## src/rtl/bsr_pkg.sv

```systemverilog
package bsr_pkg;
  localparam int unsigned CTRL_SEL      = 0;  // wr_sel value of the control byte
  localparam int unsigned CTRL_AUTO_BIT = 7;  // auto-advance enable bit
  typedef logic [7:0] byte_t;
endpackage

```

## src/rtl/bsr_regs.sv

```systemverilog
// Address, bit offset and control state; decides when a fetch starts.
module bsr_regs
  import bsr_pkg::*;
#(
  parameter  int ADDR_W     = 24,
  parameter  int LEN_W      = 4,
  localparam int ADDR_BYTES = ADDR_W / 8,
  localparam int SEL_W      = $clog2(ADDR_BYTES + 1),
  localparam int WIN_BYTES  = (1 << LEN_W) / 8,
  localparam int RD_W       = $clog2(WIN_BYTES)
) (
  input  logic              clk,
  input  logic              rst,
  input  logic              wr_en,
  input  logic [SEL_W-1:0]  wr_sel,
  input  byte_t             wr_data,
  input  logic              rd_en,
  input  logic [RD_W-1:0]   rd_sel,
  input  logic              busy,
  output logic              start_o,
  output logic [ADDR_W-1:0] base_o,
  output logic [LEN_W-1:0]  shift_o
);
  localparam int LW1 = LEN_W + 1;

  logic [ADDR_W-1:0] addr_q, addr_wr_val, addr_step;
  logic [LEN_W-1:0]  bitpos_q, len_q, len_field, shift_q;
  logic              auto_q, start_q;
  logic [LEN_W:0]    len_full, pos_sum;
  logic              wr_ok, ctrl_wr, addr_wr, auto_rd;

  assign wr_ok   = wr_en && !busy;
  assign ctrl_wr = wr_ok && (wr_sel == SEL_W'(CTRL_SEL));
  assign addr_wr = wr_ok && (wr_sel != SEL_W'(CTRL_SEL)) && (int'(wr_sel) <= ADDR_BYTES);
  assign auto_rd = rd_en && auto_q && (rd_sel == RD_W'(WIN_BYTES - 1)) && !busy && !wr_ok;

  // a control write uses its own new length
  assign len_field = ctrl_wr ? wr_data[LEN_W-1:0] : len_q;
  assign len_full  = (len_field == '0) ? LW1'(1 << LEN_W) : {1'b0, len_field};
  assign pos_sum   = {1'b0, bitpos_q} + len_full;
  assign addr_step = pos_sum[LEN_W] ? addr_q + ADDR_W'(WIN_BYTES) : addr_q;

  always_comb begin
    addr_wr_val = addr_q;
    for (int k = 0; k < ADDR_BYTES; k++) begin
      if (int'(wr_sel) == k + 1) addr_wr_val[8*k +: 8] = wr_data;
    end
  end

  always_ff @(posedge clk) begin
    if (rst) begin
      addr_q   <= '0;
      bitpos_q <= '0;
      len_q    <= '0;
      auto_q   <= 1'b0;
      shift_q  <= '0;
      start_q  <= 1'b0;
    end else begin
      start_q <= 1'b0;
      if (ctrl_wr) begin
        len_q    <= wr_data[LEN_W-1:0];
        auto_q   <= wr_data[CTRL_AUTO_BIT];
        addr_q   <= addr_step;
        bitpos_q <= pos_sum[LEN_W-1:0];
        shift_q  <= pos_sum[LEN_W-1:0];
        start_q  <= 1'b1;
      end else if (addr_wr) begin
        addr_q   <= addr_wr_val;
        bitpos_q <= '0;
        shift_q  <= '0;
        start_q  <= 1'b1;
      end else if (auto_rd) begin
        addr_q   <= addr_step;
        bitpos_q <= pos_sum[LEN_W-1:0];
        shift_q  <= pos_sum[LEN_W-1:0];
        start_q  <= 1'b1;
      end
    end
  end

  assign start_o = start_q;
  assign base_o  = addr_q;
  assign shift_o = shift_q;
endmodule

```

## src/rtl/bsr_fetch.sv

```systemverilog
// Issues FETCH_BYTES sequential byte reads and assembles a little-endian word.
module bsr_fetch #(
  parameter  int ADDR_W      = 24,
  parameter  int FETCH_BYTES = 4,
  localparam int WORD_W      = FETCH_BYTES * 8,
  localparam int CNT_W       = $clog2(FETCH_BYTES + 1)
) (
  input  logic              clk,
  input  logic              rst,
  input  logic              start,
  input  logic [ADDR_W-1:0] base_i,
  output logic              mem_req,
  output logic [ADDR_W-1:0] mem_addr,
  input  logic [7:0]        mem_rdata,
  output logic              active_o,
  output logic              done_o,
  output logic [WORD_W-1:0] word_o
);
  logic [ADDR_W-1:0] base_q;
  logic [CNT_W-1:0]  req_cnt_q, rsp_cnt_q;
  logic              active_q, rsp_vld_q;
  logic [WORD_W-1:0] word_q;

  assign mem_req  = active_q && (req_cnt_q != CNT_W'(FETCH_BYTES));
  assign mem_addr = base_q + ADDR_W'(req_cnt_q);
  assign done_o   = rsp_vld_q && (rsp_cnt_q == CNT_W'(FETCH_BYTES - 1));
  assign active_o = active_q;

  always_comb begin
    word_o = word_q;
    if (rsp_vld_q) word_o[8*int'(rsp_cnt_q) +: 8] = mem_rdata;
  end

  always_ff @(posedge clk) begin
    if (rst) begin
      base_q    <= '0;
      req_cnt_q <= '0;
      rsp_cnt_q <= '0;
      active_q  <= 1'b0;
      rsp_vld_q <= 1'b0;
      word_q    <= '0;
    end else begin
      rsp_vld_q <= mem_req;
      if (start) begin
        base_q    <= base_i;
        req_cnt_q <= '0;
        rsp_cnt_q <= '0;
        active_q  <= 1'b1;
      end else begin
        if (mem_req) req_cnt_q <= req_cnt_q + 1'b1;
        if (rsp_vld_q) begin
          word_q    <= word_o;
          rsp_cnt_q <= rsp_cnt_q + 1'b1;
          if (done_o) active_q <= 1'b0;
        end
      end
    end
  end
endmodule

```

## src/rtl/bsr_align.sv

```systemverilog
// Shifts the fetched word into the window and serves byte reads.
module bsr_align #(
  parameter  int LEN_W       = 4,
  parameter  int FETCH_BYTES = 4,
  localparam int WORD_W      = FETCH_BYTES * 8,
  localparam int WIN_W       = 1 << LEN_W,
  localparam int RD_W        = $clog2(WIN_W / 8)
) (
  input  logic              clk,
  input  logic              rst,
  input  logic              load,
  input  logic [WORD_W-1:0] word_i,
  input  logic [LEN_W-1:0]  shift_i,
  input  logic              rd_en,
  input  logic [RD_W-1:0]   rd_sel,
  output logic [7:0]        rd_data
);
  logic [WIN_W-1:0]  window_q;
  logic [WORD_W-1:0] shifted;
  logic [7:0]        rd_q;

  assign shifted = word_i >> shift_i;

  always_ff @(posedge clk) begin
    if (rst) begin
      window_q <= '0;
      rd_q     <= '0;
    end else begin
      if (rd_en) rd_q <= window_q[8*int'(rd_sel) +: 8];
      if (load)  window_q <= shifted[WIN_W-1:0];
    end
  end

  assign rd_data = rd_q;
endmodule

```

## src/rtl/bitstream_window_reader.sv

```systemverilog
module bitstream_window_reader #(
  parameter  int ADDR_W      = 24,
  parameter  int LEN_W       = 4,
  parameter  int FETCH_BYTES = 4,
  localparam int ADDR_BYTES  = ADDR_W / 8,
  localparam int SEL_W       = $clog2(ADDR_BYTES + 1),
  localparam int RD_W        = $clog2((1 << LEN_W) / 8),
  localparam int WORD_W      = FETCH_BYTES * 8
) (
  input  logic              clk,
  input  logic              rst,
  input  logic              wr_en,
  input  logic [SEL_W-1:0]  wr_sel,
  input  logic [7:0]        wr_data,
  input  logic              rd_en,
  input  logic [RD_W-1:0]   rd_sel,
  output logic [7:0]        rd_data,
  output logic              busy,
  output logic              mem_req,
  output logic [ADDR_W-1:0] mem_addr,
  input  logic [7:0]        mem_rdata
);
  logic              start, active, done;
  logic [ADDR_W-1:0] base;
  logic [LEN_W-1:0]  shift;
  logic [WORD_W-1:0] word;

  assign busy = start || active;

  bsr_regs #(.ADDR_W(ADDR_W), .LEN_W(LEN_W)) u_regs (
    .clk(clk), .rst(rst), .wr_en(wr_en), .wr_sel(wr_sel), .wr_data(wr_data),
    .rd_en(rd_en), .rd_sel(rd_sel), .busy(busy),
    .start_o(start), .base_o(base), .shift_o(shift)
  );

  bsr_fetch #(.ADDR_W(ADDR_W), .FETCH_BYTES(FETCH_BYTES)) u_fetch (
    .clk(clk), .rst(rst), .start(start), .base_i(base),
    .mem_req(mem_req), .mem_addr(mem_addr), .mem_rdata(mem_rdata),
    .active_o(active), .done_o(done), .word_o(word)
  );

  bsr_align #(.LEN_W(LEN_W), .FETCH_BYTES(FETCH_BYTES)) u_align (
    .clk(clk), .rst(rst), .load(done), .word_i(word), .shift_i(shift),
    .rd_en(rd_en), .rd_sel(rd_sel), .rd_data(rd_data)
  );
endmodule

```

## config.mk

```make
export PLATFORM = sky130hd
export DESIGN_NAME = bitstream_window_reader
export DESIGN_NICKNAME = d
export VERILOG_FILES = /design/src/rtl/bsr_pkg.sv /design/src/rtl/bsr_regs.sv /design/src/rtl/bsr_fetch.sv /design/src/rtl/bsr_align.sv /design/src/rtl/bitstream_window_reader.sv
export SDC_FILE = /design/constraint.sdc
export NUM_CORES = 1
export LEC_CHECK = 0
export ABC_AREA = 1
export BUFFER_PORTS_ARGS = -buffer_cell sky130_fd_sc_hd__buf_2
export CAP_MARGIN = 5
export CORE_MARGIN = 5
export CORE_UTILIZATION = 50
export DETAILED_ROUTE_END_ITERATION = 12
export GPL_TIMING_DRIVEN = 1
export PLACE_DENSITY_LB_ADDON = 0.12
export SYNTH_ARGS = -nofsm -noshare
export SYNTH_HDL_FRONTEND = slang
export SYNTH_SLANG_ARGS = --single-unit
```

## constraint.sdc

```tcl
create_clock -name clk -period 2.76 [get_ports clk]
set_input_delay 0 -clock clk [delete_from_list [all_inputs] [get_ports clk]]
set_output_delay 0 -clock clk [all_outputs]
set_load 0.02 [all_outputs]
```

======== Yosys cells after proc, flatten, opt, wreduce, memory -nomap -nowiden ========
Index checks and enable logic that the tools add are counted.
operators by class
  add/subtract/negate cells ............... 6
  equal/unequal tests ..................... 8
  shifts and indexed selects .............. 4
  mux-type cells .......................... 20
  bitwise logic cells ..................... 1
  reduce and logical (&&, ||, !) cells .... 24
operators by type and width
  operator                                                                 number
  24-bit two-way mux                                                       4
  6-bit negator with 33-bit output                                         1
  8-bit by 33-bit variable shift with 32-bit output, first input constant  1
  8-bit by 33-bit variable part select with 32-bit output                  1
  32-bit bitwise mux                                                       1
  32-bit two-way mux                                                       1
  32-bit by 4-bit right shift with 16-bit output                           1
  24-bit by 2-bit adder with 24-bit output, second input constant          1
  24-bit by 3-bit adder with 24-bit output                                 1
  8-bit two-way mux                                                        3
  4-bit two-way mux                                                        4
  16-bit by 5-bit variable part select with 8-bit output                   1
  2-bit AND reduction                                                      5
  1-bit logical AND                                                        9
  3-bit by 2-bit inequality test with 1-bit output, second input constant  3
  3-bit by 1-bit adder with 3-bit output, second input constant            2
  1-bit two-way mux                                                        6
  2-bit nonzero test                                                       3
  4-bit by 5-bit adder with 5-bit output                                   1
  5-bit two-way mux                                                        1
  2-bit == test, second input constant                                     2
  4-bit zero test                                                          1
  3-bit by 2-bit == test with 1-bit output, second input constant          1
  3-bit inequality test, second input constant                             1
  7 further kinds                                                          8
storage, ports and cells
  register bits ........................... 122
  bits of input ports ..................... 23
  output and inout bits ................... 34
  word-level logic and storage cells ...... 78

======== Longest topological paths before layout ========
  word-level depth ........................ 12
  gate-level depth with buffers ........... 20
  mapped depth without buffers ............ 18

======== Cells and area by module ========
From an unflattened synthesis, not the netlist that was laid out.
unflattened totals
  cells, all modules ...................... 1363
  area, all modules ....................... 8175.3 µm²
by module, submodules not included
  module                   times used  cells each  area each (µm²)  sequential area each (µm²)
  bsr_fetch                1           604         3776.1           1281.2
  bsr_regs                 1           363         2294.7           680.7
  bsr_align                1           393         2093.3           480.5
  bitstream_window_reader  1           3           11.3             0.0

======== Worst setup path before layout ========
OpenSTA, ideal clock, no wires.
  path type ............................... register to register
  start ................................... reg u_regs.start_q (netlist: u_regs.start_o)
  end ..................................... reg u_regs.addr_q[17] (netlist: u_regs.base_o[17])
  library setup time ...................... 0.066 ns
  arrival ................................. 2.463 ns
  data required time ...................... 2.694 ns
  slack ................................... 0.230 ns
  stages on the path, launching flop included .. 20
  path buffers ............................ 2
  period minus slack after synthesis ...... 2.530 ns
  path through ............................ dfxtp_1 > buf_6 > clkinv_4 > nand2_4 > nor2_8 > nand2_4 > o21ai_2 > ha_1 > inv_1 > fa_1 > inv_1 > a31oi_1 > inv_1 > nand3_4 > nand2_4 > buf_6 > nand2_1 > nand2_1 > nand2_1 > a21oi_2
between the ends
  cells in the longest elaborated chain, start to end .. 12
  elaborated cells on any way between the ends .. 19
  classes of those cells .................. add/sub (1); eq/ne (1); mux (6); reduce/logical (11)
ends and longest elaborated chain
  item                                        line                           source
  start, declared                             bsr_regs.sv:28                 logic auto_q, start_q;
  start signal, assigned                      bsr_regs.sv:57                 start_q <= 1'b0;
  start signal, assigned                      bsr_regs.sv:59                 start_q <= 1'b0;
  start signal, assigned                      bsr_regs.sv:66                 start_q <= 1'b1;
  1-bit logical OR (*)                        bitstream_window_reader.sv:28  assign busy = start || active;
  net busy                                    bitstream_window_reader.sv:18  output logic busy,
  1-bit zero test (*)                         bsr_regs.sv:32                 assign wr_ok = wr_en && !busy;
  1-bit logical AND (*)                       bsr_regs.sv:32
  1-bit logical AND (*)                       bsr_regs.sv:33                 assign ctrl_wr = wr_ok && (wr_sel == SEL_W'(CTRL_SEL));
  4-bit two-way mux (*)                       bsr_regs.sv:38                 assign len_field = ctrl_wr ? wr_data[LEN_W-1:0] : len_q;
  net u_regs.len_field[0]                     bsr_regs.sv:27                 logic [LEN_W-1:0] bitpos_q, len_q, len_field, shift_q;
  4-bit zero test                             bsr_regs.sv:39                 assign len_full = (len_field == '0) ? LW1'(1 << LEN_W) : {1'b0, len_field};
  5-bit two-way mux (*)                       bsr_regs.sv:39
  4-bit by 5-bit adder with 5-bit output (*)  bsr_regs.sv:40                 assign pos_sum = {1'b0, bitpos_q} + len_full;
  24-bit two-way mux (*)                      bsr_regs.sv:41                 assign addr_step = pos_sum[LEN_W] ? addr_q + ADDR_W'(WIN_BYTES) : addr_q;
  24-bit two-way mux                          bsr_regs.sv:72                 end else if (auto_rd) begin
  24-bit two-way mux                          bsr_regs.sv:67                 end else if (addr_wr) begin
  24-bit two-way mux (*)                      bsr_regs.sv:60                 if (ctrl_wr) begin
  end signal, assigned                        bsr_regs.sv:63                 addr_q <= addr_step;
  end signal, assigned                        bsr_regs.sv:68                 addr_q <= addr_wr_val;
  end signal, assigned                        bsr_regs.sv:73                 addr_q <= addr_step;
  end, declared                               bsr_regs.sv:26                 logic [ADDR_W-1:0] addr_q, addr_wr_val, addr_step;
Mark *: on every way through the listed nets, which the timed path passes. The rest lies on a longest branch. The select of a mux whose other input is x is not followed.
A chain may end at the register's enable or synchronous reset.

======== Worst setup path in the final report ========
  start ................................... reg u_fetch.base_q[0]
  end ..................................... out mem_addr[22]
between the ends
  cells in the longest elaborated chain, start to end .. 1
ends and longest elaborated chain
  item                                      line                           source
  start, declared                           bsr_fetch.sv:19                logic [ADDR_W-1:0] base_q;
  start signal, assigned                    bsr_fetch.sv:45                base_q <= base_i;
  24-bit by 3-bit adder with 24-bit output  bsr_fetch.sv:25                assign mem_addr = base_q + ADDR_W'(req_cnt_q);
  end, declared                             bitstream_window_reader.sv:20  output logic [ADDR_W-1:0] mem_addr,
Every way passes these cells.

==> impl_metrics.csv <==
group,metric,value,unit
final_layout,area_growth,17.2,%
timing,relSlewSlack,36.7,%
worst_setup_path,cp.required,2.76,ns
timing,tightestPinTransition,0.949,ns
outcome,status,"finished, final reports clean",
placement,globalplace.congestion,0.922,
pwr,power-per-cell-area,575,nW/um^2
logic_synthesis,netlist_instances,1272,
routing,drt-total-wl,23.6,mm
worst_setup_path,cp.arrival,2.63,ns
cts,numCtsBuffers,17,
global_routing,grt_pass1_vias,7702,
floorplanning,initial_core_util,51.1,%
worst_setup_path,cp-endpoint,"mem_addr[22]",
logic_synthesis,ys_seq_area_share,29.9,%
timing,setup_tns,0,ns
final_layout,layout.nets,1370,
logic_synthesis,yosys-top-cells-area,"dfxtp_1 (30%), nand3_1 (14%), nand2_1 (12%)",
timing,slew_viol_final,0,
worst_setup_path,crit_family,"simple AND/OR/NAND/NOR gates",
worst_setup_path,r2r-end,"u_regs.base_o[19]$_SDFFE_PP0P_",
routing,viasPerCell,5.49,
final_layout,n_antenna_cell,0,
routing,initialDrtViolationCount,845,
worst_setup_path,crit_type,"reg2out",
logic_synthesis,ys_warn_count,0,
worst_setup_path,critPathMaxStageDelay,0.38,ns
worst_setup_path,cp_num_cells,12,
worst_setup_path,reg2reg_depth,18,
routing,avgRoutedWirePerCell,15.2,um
cts,root_buffer,"clkbuf_16",
cts,cts_tree,"done",
cts,cts_max_path_buffers,2,
routing,vias,8548,
logic_synthesis,synth_top_flop_cell,"dfxtp_1",
logic_synthesis,synth_cell_type_count,44,
logic_synthesis,async_flop_share,0,%
timing,clock_skew,0.00606,ns
placement,hpwl,17.0,mm
worst_setup_path,startpoint,"u_fetch.base_q[0]$_SDFFE_PP0P_",
cts,clock_sinks,121,
floorplanning,die_w,137,um
worst_setup_path,path_buf_inv,2,
worst_setup_path,cp_common_cell,"nor2_2",
logic_synthesis,synth_most_common_cell,"nand2_1",
global_routing,grt-ovfl-total,0,
global_routing,grt_pass1_wl,38.7,mm
worst_setup_path,slowest_stage,"dfxtp_1",
logic_synthesis,synth_commonest_cells,"nand2_1 (264), nand3_1 (224), inv_1 (146)",
timing,finalCriticalPeriod,2.63,ns
floorplanning,pin_count,57,
logic_synthesis,synth.avg_cell_area,6.38,um^2
floorplanning,num_rows,46,
global_routing,grt_usage,25.7,%
cts,path_clk_slew,0.05,ns
pwr,max-vdd-ir-drop,0.486,mV
timing,setup_violations,0,
floorplanning,die_y,137,um
timing,clock.fmax,380,MHz
routing,route.detailed.drc,0,
timing,fin_hold_ws,0.0116,ns
worst_setup_path,worstSetupStartpointType,"register",
placement,io_buffer_count,56,
cts,clkLatencyLatePin,0.42,ns
flow_run,cap_violations,0,
logic_synthesis,ys_ff_latch,121,
global_routing,antenna_found_initial,0,
logic_synthesis,synth_edf_count,0,
worst_setup_path,r2r_setup_slack,0.17,ns
logic_synthesis,synth_fp_nets,1314,
floorplanning,die_area,18900,um^2
pwr,p_leak,0.00445,uW
routing,ant_nets,0,
floorplanning,core_area,15900,um^2
worst_setup_path,rr_startpoint,"u_regs.start_o$_SDFF_PP0_",
logic_synthesis,syn_area,8110,um^2
global_routing,grt_start_max_net_pins,48,
cts,htreeDepth,4,
final_layout,drive_above_1_share,14.0,%
worst_hold_path,hp-class,"in2reg",
worst_setup_path,path_cells,"ha_4 -> inv_1 -> fa_2 -> nor2_2 -> o21ai_2 -> nor2_2 -> nand3_2 -> nor2_2 -> nand4_1 -> nor3_2 -> xor2_1 -> buf_4",
worst_setup_path,end_kind,"primary output",
timing,finalHoldViolations,0,
worst_setup_path,critPathMaxFanout,3,
timing,final.period_utilization,95.4,%
routing,dr.pass1.iters,6,
logic_synthesis,synth_top_area_share,29.9,%
logic_synthesis,synth_top_area_cell,"dfxtp_1",
metal layers:
metal,track usage [%],wire length (um),vias to the layer above
li1,-,-,4323
met1,38.1,11300,3844
met2,37.3,9910,341
met3,5.33,2000,40
met4,7.48,397,0
met5,0,0,-
metrics by stage:
| step | total power, uW | setup slack, ns | instances | utilization [%] | instance area (um^2) |
|---|---|---|---|---|---|
| finish | 5470 | 0.126 | 1557 | 59.9 | 9510 |
| global route | 5700 | -0.0630 | 1557 | 59.9 | 9510 |
| CTS | 5470 | 0.0165 | 1555 | 59.4 | 9430 |
| detailed placement | 2970 | 0.132 | 1512 | 54.5 | 8650 |
| global placement | 2960 | 0.203 | 1512 | 54.5 | 8650 |
| floorplan | 2680 | 0.230 | 1272 | - | 8110 |
power by group:
part / leakage, uW / internal, uW / total, uW / switching, uW
combinational: 0.00314 / 336 / 1020 / 682
sequential: 0.000988 / 1840 / 1960 / 116
clock: 0.000319 / 1670 / 2490 / 821
total: 0.00445 / 3850 / 5470 / 1620
worst min-delay path by stage:
stage	start	endpoint	slack, ns	depth (start not counted)
floorplan	wr_data[7]	u_regs.auto_q$_SDFFE_PP0P_	0.16	2
global placement	wr_data[0]	u_regs.base_o[0]$_SDFFE_PP0P_	0.30	3
detailed placement	wr_data[7]	u_regs.auto_q$_SDFFE_PP0P_	0.30	3
CTS	wr_data[2]	u_regs.len_q[2]$_SDFF_PP0_	0.008	5
global route	wr_data[2]	u_regs.len_q[2]$_SDFF_PP0_	0.03	5
finish	wr_data[2]	u_regs.len_q[2]$_SDFF_PP0_	0.01	5
what timing repair did:
action / 4_1_cts / 5_1_grt
cloned: 0 / 0
hold buffers: 7 / 0
setup endpoints to repair: 4 / 38
hold endpoints to repair: 6 / 0
gates resized for setup: 5 / 18
pin swaps: 4 / 9
buffers inserted: 4 / 2
layout make-up:
type	count	area [um^2]
well taps	216	270
fillers	1548	6370
flip-flops and latches	121	2430
multi-input cells	936	4900
clock buffers	21	470
inverters	152	576
repair buffers	100	674
clock inverters	11	193
cells in the final DEF, fill, tap and decap left out, types with 14 or more instances in the layout:
| cell | netlist | final |
|---|---|---|
| nand2_1 | 264 | 263 |
| nand3_1 | 224 | 223 |
| inv_1 | 146 | 146 |
| dfxtp_1 | 121 | 119 |
| a21oi_1 | 99 | 99 |
| o21ai_0 | 87 | 85 |
| nor2_1 | 88 | 83 |
| buf_2 | 8 | 54 |
| buf_4 | 2 | 35 |
| xor2_1 | 28 | 28 |
| o211ai_1 | 19 | 19 |
| nor3_1 | 18 | 17 |
| clkbuf_16 | 0 | 17 |
| ha_1 | 17 | 16 |
| xnor2_1 | 14 | 14 |
kinds of logic (layout without fill, tap and decap cells):
logic type | Yosys count | count (layout) | synth area share (%)
DFF | 121 | 121 | 29.9
and+or+nand+nor | 637 | 637 | 35.4
adders and majority gates | 19 | 19 | 3.12
xor gates and xnor gates | 42 | 42 | 4.53
AOI/OAI and AO/OA | 238 | 238 | 16.5
buffers and inverters | 215 | 284 | 10.6
registers in the layout (all words and copies together) (netlist names), 3 cells and up:
name / flops
u_regs.bitpos_q: 4
u_fetch.req_cnt_q: 3
u_fetch.word_q: 31
u_regs.len_q: 4
u_align.window_q: 16
u_fetch.rsp_cnt_q: 3
u_align.rd_data: 8
u_regs.base_o: 24
u_fetch.base_q: 24
worst register-to-register path: cells and delay by family (launching register included):
| family | cells | cell delay, ns |
|---|---|---|
| compound gates | 3 | 0.25 |
| fa+ha+maj | 2 | 0.55 |
| buf+inv | 5 | 0.57 |
| flops | 1 | 0.39 |
| simple gates | 8 | 0.70 |
No activity file was read; power rests on OpenSTA's default activity.
